**config.mk**
```make
export PLATFORM = sky130hd
export DESIGN_NAME = eeprom_prog_seq
export DESIGN_NICKNAME = d
export VERILOG_FILES = /design/src/rtl/eeprom_prog_pkg.sv /design/src/rtl/eeprom_prog_launch.sv /design/src/rtl/eeprom_prog_timer.sv /design/src/rtl/eeprom_prog_seq.sv
export SDC_FILE = /design/constraint.sdc
export NUM_CORES = 1
export LEC_CHECK = 0
export BUFFER_PORTS_ARGS = -buffer_cell sky130_fd_sc_hd__buf_2
export CORE_ASPECT_RATIO = 1.2
export CORE_MARGIN = 2
export CORE_UTILIZATION = 45
export DETAILED_ROUTE_END_ITERATION = 16
export MAX_ROUTING_LAYER = met4
export PLACE_DENSITY = 0.71
export SYNTH_ARGS = -nofsm -noshare
export SYNTH_HDL_FRONTEND = slang
export SYNTH_SLANG_ARGS = --single-unit
```
**constraint.sdc**
```tcl
create_clock -name clk -period 1.62 [get_ports clk]
set_input_delay 0.324 -clock clk [delete_from_list [all_inputs] [get_ports clk]]
set_output_delay 0.324 -clock clk [all_outputs]
set_load 0.01 [all_outputs]
```
**src/rtl/eeprom_prog_pkg.sv**
```systemverilog
package eeprom_prog_pkg;

  typedef enum logic [1:0] {
    OP_WORD_PROG  = 2'd0,
    OP_WORD_ERASE = 2'd1,
    OP_ALL_PROG   = 2'd2,
    OP_ALL_ERASE  = 2'd3
  } prog_op_e;

  typedef enum logic [1:0] {
    ST_IDLE  = 2'd0,
    ST_ERASE = 2'd1,
    ST_PROG  = 2'd2
  } seq_state_e;

  // operation carries a program phase after the erase
  function automatic logic op_has_prog(input prog_op_e op);
    return (op == OP_WORD_PROG) || (op == OP_ALL_PROG);
  endfunction

  // operation walks the whole array
  function automatic logic op_is_bulk(input prog_op_e op);
    return op[1];
  endfunction

  // clocks spent on one word
  function automatic int word_cycles(input prog_op_e op, input int er, input int pr);
    return er + (op_has_prog(op) ? pr : 0);
  endfunction

endpackage

```
**src/rtl/eeprom_prog_launch.sv**
```systemverilog
module eeprom_prog_launch (
  input  logic clk,
  input  logic rst_n,
  input  logic cs,
  input  logic req_valid,
  input  logic wen,
  input  logic idle,
  output logic cs_fall,
  output logic launch
);
  logic cs_q;

  always_ff @(posedge clk or negedge rst_n) begin
    if (!rst_n) cs_q <= 1'b0;
    else        cs_q <= cs;
  end

  assign cs_fall = cs_q & ~cs;
  assign launch  = cs_fall & req_valid & wen & idle;

endmodule

```
**src/rtl/eeprom_prog_timer.sv**
```systemverilog
module eeprom_prog_timer #(
  parameter int CW = 8
) (
  input  logic          clk,
  input  logic          rst_n,
  input  logic          active,
  input  logic [CW-1:0] last,
  output logic          done
);
  logic [CW-1:0] cnt;

  assign done = active && (cnt == last);

  always_ff @(posedge clk or negedge rst_n) begin
    if (!rst_n)               cnt <= '0;
    else if (!active || done) cnt <= '0;
    else                      cnt <= cnt + CW'(1);
  end

  // counter never runs past the phase length
  assert_cnt_bound_R3: assert property (@(posedge clk) disable iff (!rst_n)
    active |-> (cnt <= last));

endmodule

```
**src/rtl/eeprom_prog_seq.sv**
```systemverilog
module eeprom_prog_seq
  import eeprom_prog_pkg::*;
#(
  parameter int ADDR_W       = 8,
  parameter int DATA_W       = 16,
  parameter int ERASE_CYCLES = 100,
  parameter int PROG_CYCLES  = 100
) (
  input  logic              clk,
  input  logic              rst_n,
  input  logic              cs,
  input  logic              req_valid,
  input  logic [1:0]        req_op,
  input  logic [ADDR_W-1:0] req_addr,
  input  logic [DATA_W-1:0] req_data,
  input  logic              wen,
  output logic              busy,
  output logic              mem_we,
  output logic [ADDR_W-1:0] mem_addr,
  output logic [DATA_W-1:0] mem_wdata
);
  localparam int MAXC = (ERASE_CYCLES > PROG_CYCLES) ? ERASE_CYCLES : PROG_CYCLES;
  localparam int CW   = $clog2(MAXC + 1);
  localparam logic [ADDR_W-1:0] LAST_ADDR = {ADDR_W{1'b1}};
  localparam logic [CW-1:0] ER_LAST = CW'(ERASE_CYCLES - 1);
  localparam logic [CW-1:0] PR_LAST = CW'(PROG_CYCLES - 1);

  seq_state_e        st;
  prog_op_e          cur_op;
  logic [ADDR_W-1:0] cur_addr;
  logic [DATA_W-1:0] cur_data;

  logic cs_fall, launch, phase_done;
  logic erase_commit, prog_commit, word_end, adv_word, finish;
  logic [CW-1:0] phase_last;

  eeprom_prog_launch u_launch (
    .clk       (clk),
    .rst_n     (rst_n),
    .cs        (cs),
    .req_valid (req_valid),
    .wen       (wen),
    .idle      (st == ST_IDLE),
    .cs_fall   (cs_fall),
    .launch    (launch)
  );

  assign phase_last = (st == ST_PROG) ? PR_LAST : ER_LAST;

  eeprom_prog_timer #(.CW(CW)) u_timer (
    .clk    (clk),
    .rst_n  (rst_n),
    .active (st != ST_IDLE),
    .last   (phase_last),
    .done   (phase_done)
  );

  // named events
  assign erase_commit = (st == ST_ERASE) && phase_done;
  assign prog_commit  = (st == ST_PROG)  && phase_done;
  assign word_end     = prog_commit || (erase_commit && !op_has_prog(cur_op));
  assign adv_word     = word_end && op_is_bulk(cur_op) && (cur_addr != LAST_ADDR);
  assign finish       = word_end && !adv_word;

  always_ff @(posedge clk or negedge rst_n) begin
    if (!rst_n) begin
      st       <= ST_IDLE;
      cur_op   <= OP_WORD_PROG;
      cur_addr <= '0;
      cur_data <= '0;
    end else begin
      if (launch) begin
        st       <= ST_ERASE;
        cur_op   <= prog_op_e'(req_op);
        cur_addr <= op_is_bulk(prog_op_e'(req_op)) ? '0 : req_addr;
        cur_data <= req_data;
      end else if (adv_word) begin
        st       <= ST_ERASE;
        cur_addr <= cur_addr + ADDR_W'(1);
      end else if (finish) begin
        st <= ST_IDLE;
      end else if (erase_commit) begin
        st <= ST_PROG;
      end
    end
  end

  assign busy      = (st != ST_IDLE);
  assign mem_we    = erase_commit || prog_commit;
  assign mem_addr  = cur_addr;
  assign mem_wdata = (st == ST_PROG) ? cur_data : {DATA_W{1'b1}};

  // assertion-only tracker: an erase must precede each program commit
  logic erase_seen;
  always_ff @(posedge clk or negedge rst_n) begin
    if (!rst_n)            erase_seen <= 1'b0;
    else if (erase_commit) erase_seen <= 1'b1;
    else if (prog_commit)  erase_seen <= 1'b0;
  end

  assert_launch_busy_R1: assert property (@(posedge clk) disable iff (!rst_n)
    launch |=> busy);

  assert_prog_after_erase_R3: assert property (@(posedge clk) disable iff (!rst_n)
    prog_commit |-> erase_seen);

  assert_prog_addr_hold_R3: assert property (@(posedge clk) disable iff (!rst_n)
    (st == ST_PROG && $past(st) == ST_PROG) |-> $stable(mem_addr));

  assert_addr_step_R4: assert property (@(posedge clk) disable iff (!rst_n)
    adv_word |=> (mem_addr == $past(mem_addr) + ADDR_W'(1)));

  assert_we_in_busy_R5: assert property (@(posedge clk) disable iff (!rst_n)
    mem_we |-> busy);

  assert_stay_idle_R6: assert property (@(posedge clk) disable iff (!rst_n)
    (!busy && !(cs_fall && wen && req_valid)) |=> !busy);

  assert_drop_busy_R7: assert property (@(posedge clk) disable iff (!rst_n)
    (busy && cs_fall) |=> ($stable(cur_op) && $stable(cur_data)));

endmodule

```
==> flow_summary.json <==
{
  "start_util": 0.463,
  "core_area_um2": 3880,
  "h-tree-depth": 2,
  "gr-total-overflow": 0,
  "drtAntennaViolNets": 0,
  "fillers": 324,
  "num_io_pins": 57,
  "leakagePower_nw": 1.15,
  "pre_cts_ws_ns": -0.0723,
  "hold_class": "in -> reg",
  "clk_pin_slew_ns": 0.07,
  "cts_sinks": 36,
  "internal_power_w": 0.00139,
  "wl_per_cell_um": 13.0,
  "slew_headroom": 0.754,
  "dieArea_um2": 4520,
  "antenna_found_initial": 0,
  "fin_worst_skew_ns": 0.00539,
  "finish.utilization": 0.670,
  "maxCapViolations": 0,
  "die_x_um": 61.7,
  "syn_inst": 160,
  "hpwl_um": 2830,
  "yosysUniqueCellTypes": 36,
  "grt_pass1_wl_um": 6280,
  "peakVddDrop_mv": 0.482,
  "wirelength_um": 3940,
  "dr.pass1.iters": 4,
  "status": "finished with violations",
  "finalHoldViolCount": 0,
  "cts_root_buffer": "clkbuf_8",
  "vias_per_cell": 4.93,
  "io_buffers": 56,
  "violations": "negative setup slack",
  "path_cells": "nor4b_4 > nand3_2 > nor2_2 > buf_2",
  "fmax_ghz": 0.572,
  "final_common_cell": "buf_2",
  "synth_area_per_cell_um2": 11.2,
  "multiInputGateArea_um2": 938,
  "cts_tree": "done",
  "area_growth_pct": 44.7,
  "cp_data_arrival_time_ns": 1.42,
  "nNetsFinal": 282,
  "grt_max_degree": 18,
  "placementRows": 25,
  "routabilityCongestion": 0.810,
  "dieHeight_um": 73.2,
  "dp_cells": 285,
  "drtIter0Drc": 62,
  "fin_tns_setup_ns": -1.14,
  "required_ns": 1.30,
  "p_per_area_nw_per_um2": 668,
  "layout_common_cells": "buf_2, dfrtp_1, buf_4",
  "p_seq_frac": 0.518,
  "regArea_um2": 901,
  "yosysSeqAreaShare": 0.501,
  "cpPeakStageDelay_ns": 0.41,
  "drive_gt1_frac": 0.516,
  "p_clk_frac": 0.445,
  "min_period_ns": 1.75,
  "syn_area_um2": 1800,
  "rsz0062_at_grt": "true",
  "drv_slew": 0,
  "endpoint_kind": "primary output",
  "clk_latency_ns": 0.29,
  "cts_inserted_buffers": 5,
  "start_kind": "register",
  "fin_ws_ns": -0.129,
  "route.detailed.drc": 0,
  "crit_slowest_cell": "dfrtp_1",
  "period_share": 1.08,
  "syn_nets": 193,
  "grt_use_total": 0.195,
  "setup_viol": 20,
  "vias": 1498,
  "p_sw_w": 0.000348,
  "switching_share": 0.200,
  "worst-path-max-fanout": 2,
  "ys_seq_elements": 36,
  "yosysWarnings": 0,
  "antenna_cells": 0,
  "crit_type": "reg -> out",
  "cts_buffer_depth": 2,
  "worst_hold_slack_ns": 0.158,
  "comb_power_share": 0.037,
  "first_global_vias": 1445,
  "worstMarginPinSlew_ns": 0.369,
  "fin_cells": 304,
  "r2r_slack_ns": -0.09
}
-- Yosys cell counts (all sizes together) --
library cell  count  area [um2]
or2               1        6.26
buf               3        17.5
nand3             7        35.0
nand2             7        26.3
a21bo             1        10.0
o22a              1        8.76
nor2             14        55.1
clkbuf            2        7.51
nor3              2        10.0
o21ai             9        48.8
mux2             18         203
o2111ai           1        15.0
xnor2             9        78.8
a21oi             3        15.0
nand4             2        12.5
nand2b           14        87.6
xor2              4        35.0
inv               2        7.51
ha                2        25.0
a31o              1        8.76
or2b              3        22.5
and3              3        18.8
nor4b             1        23.8
nand4b            1        8.76
o2111a            1        11.3
and2b             1        7.51
and3b             1        8.76
and4              1        8.76
nand3b            6        45.0
dfrtp            36         901
o21a              1        7.51
a22oi             1        7.51
nor4              1        12.5
-- layout make-up --
type | instances | area share
multi-input cells | 117 | 0.361
flip-flops and latches | 36 | 0.346
repair buffers | 87 | 0.222
clock buffers | 6 | 0.0279
well taps | 54 | 0.0260
clock inverters | 2 | 0.0135
inverters | 2 | 0.00289
-- through the flow --
step,area [um2],total power (W)
final,2600,0.00174
after global routing,2600,0.00181
after CTS,2520,0.00175
after detailed placement,2300,0.000981
after global placement,2300,0.000980
after floorplan,1800,0.000922
-- power by group through the flow --
| stage | clock network (W) | logic [W] | registers, W |
|---|---|---|---|
| global placement | 0 | 0.0000625 | 0.000917 |
| global route | 0.000836 | 0.0000738 | 0.000899 |
| detailed placement | 0 | 0.0000636 | 0.000917 |
| CTS | 0.000787 | 0.0000655 | 0.000900 |
| finish | 0.000773 | 0.0000641 | 0.000900 |
| floorplan | 0 | 0.00000498 | 0.000917 |
-- registers in the layout (all words and copies together), names as in the netlist --
name,flops
u_launch.cs_q,1
cur_data,16
u_timer.cnt,7
mem_addr,8
cur_op,2
st,2
-- worst max-delay path: cells and delay by family (launching register included) --
family,cells,cell delay (ns)
DFF,1,0.41
and+or+nand+nor,3,0.57
buffers and inverters,1,0.14
-- final timing paths --
kind	startpoint	end	depth (start not counted)
max	u_timer.cnt[3]	mem_we	4
min	cs	u_launch.cs_q	1
max reg2reg	u_timer.cnt[3]	mem_addr[7]	6
min reg2reg	u_timer.cnt[0]	u_timer.cnt[0]	1
max in group asynchronous	rst_n	cur_data[8]	3
min in group asynchronous	rst_n	u_timer.cnt[4]	2
-- logic make-up (layout without fill, tap and decap cells) --
logic type | after synthesis | after routing | share of synthesized area
fa+ha+maj | 2 | 2 | 0.0139
mux | 18 | 18 | 0.113
flops | 36 | 36 | 0.501
compound gates | 19 | 19 | 0.0738
buf+inv | 7 | 97 | 0.0181
xor+xnor | 13 | 13 | 0.0634
simple gates | 65 | 65 | 0.217
-- routing by layer --
| metal | GRT usage | vias up | wire length (um) |
|---|---|---|---|
| met2 | 0.299 | 38 | 1990 |
| met1 | 0.243 | 719 | 1700 |
| met4 | 0.0615 | 0 | 58 |
| met5 | - | - | 0 |
| met3 | 0.0603 | 5 | 195 |
| li1 | - | 736 | - |
-- repair_timing --
item,4_1_cts,5_1_grt
gates cloned,1,0
setup buffers,8,2
hold buffers,1,0
pin swaps,8,3
gates resized for setup,12,16
hold endpoints to repair,15,0
endpoints found under the setup margin,20,34
Note: power is estimated with default switching activity, not from simulation.
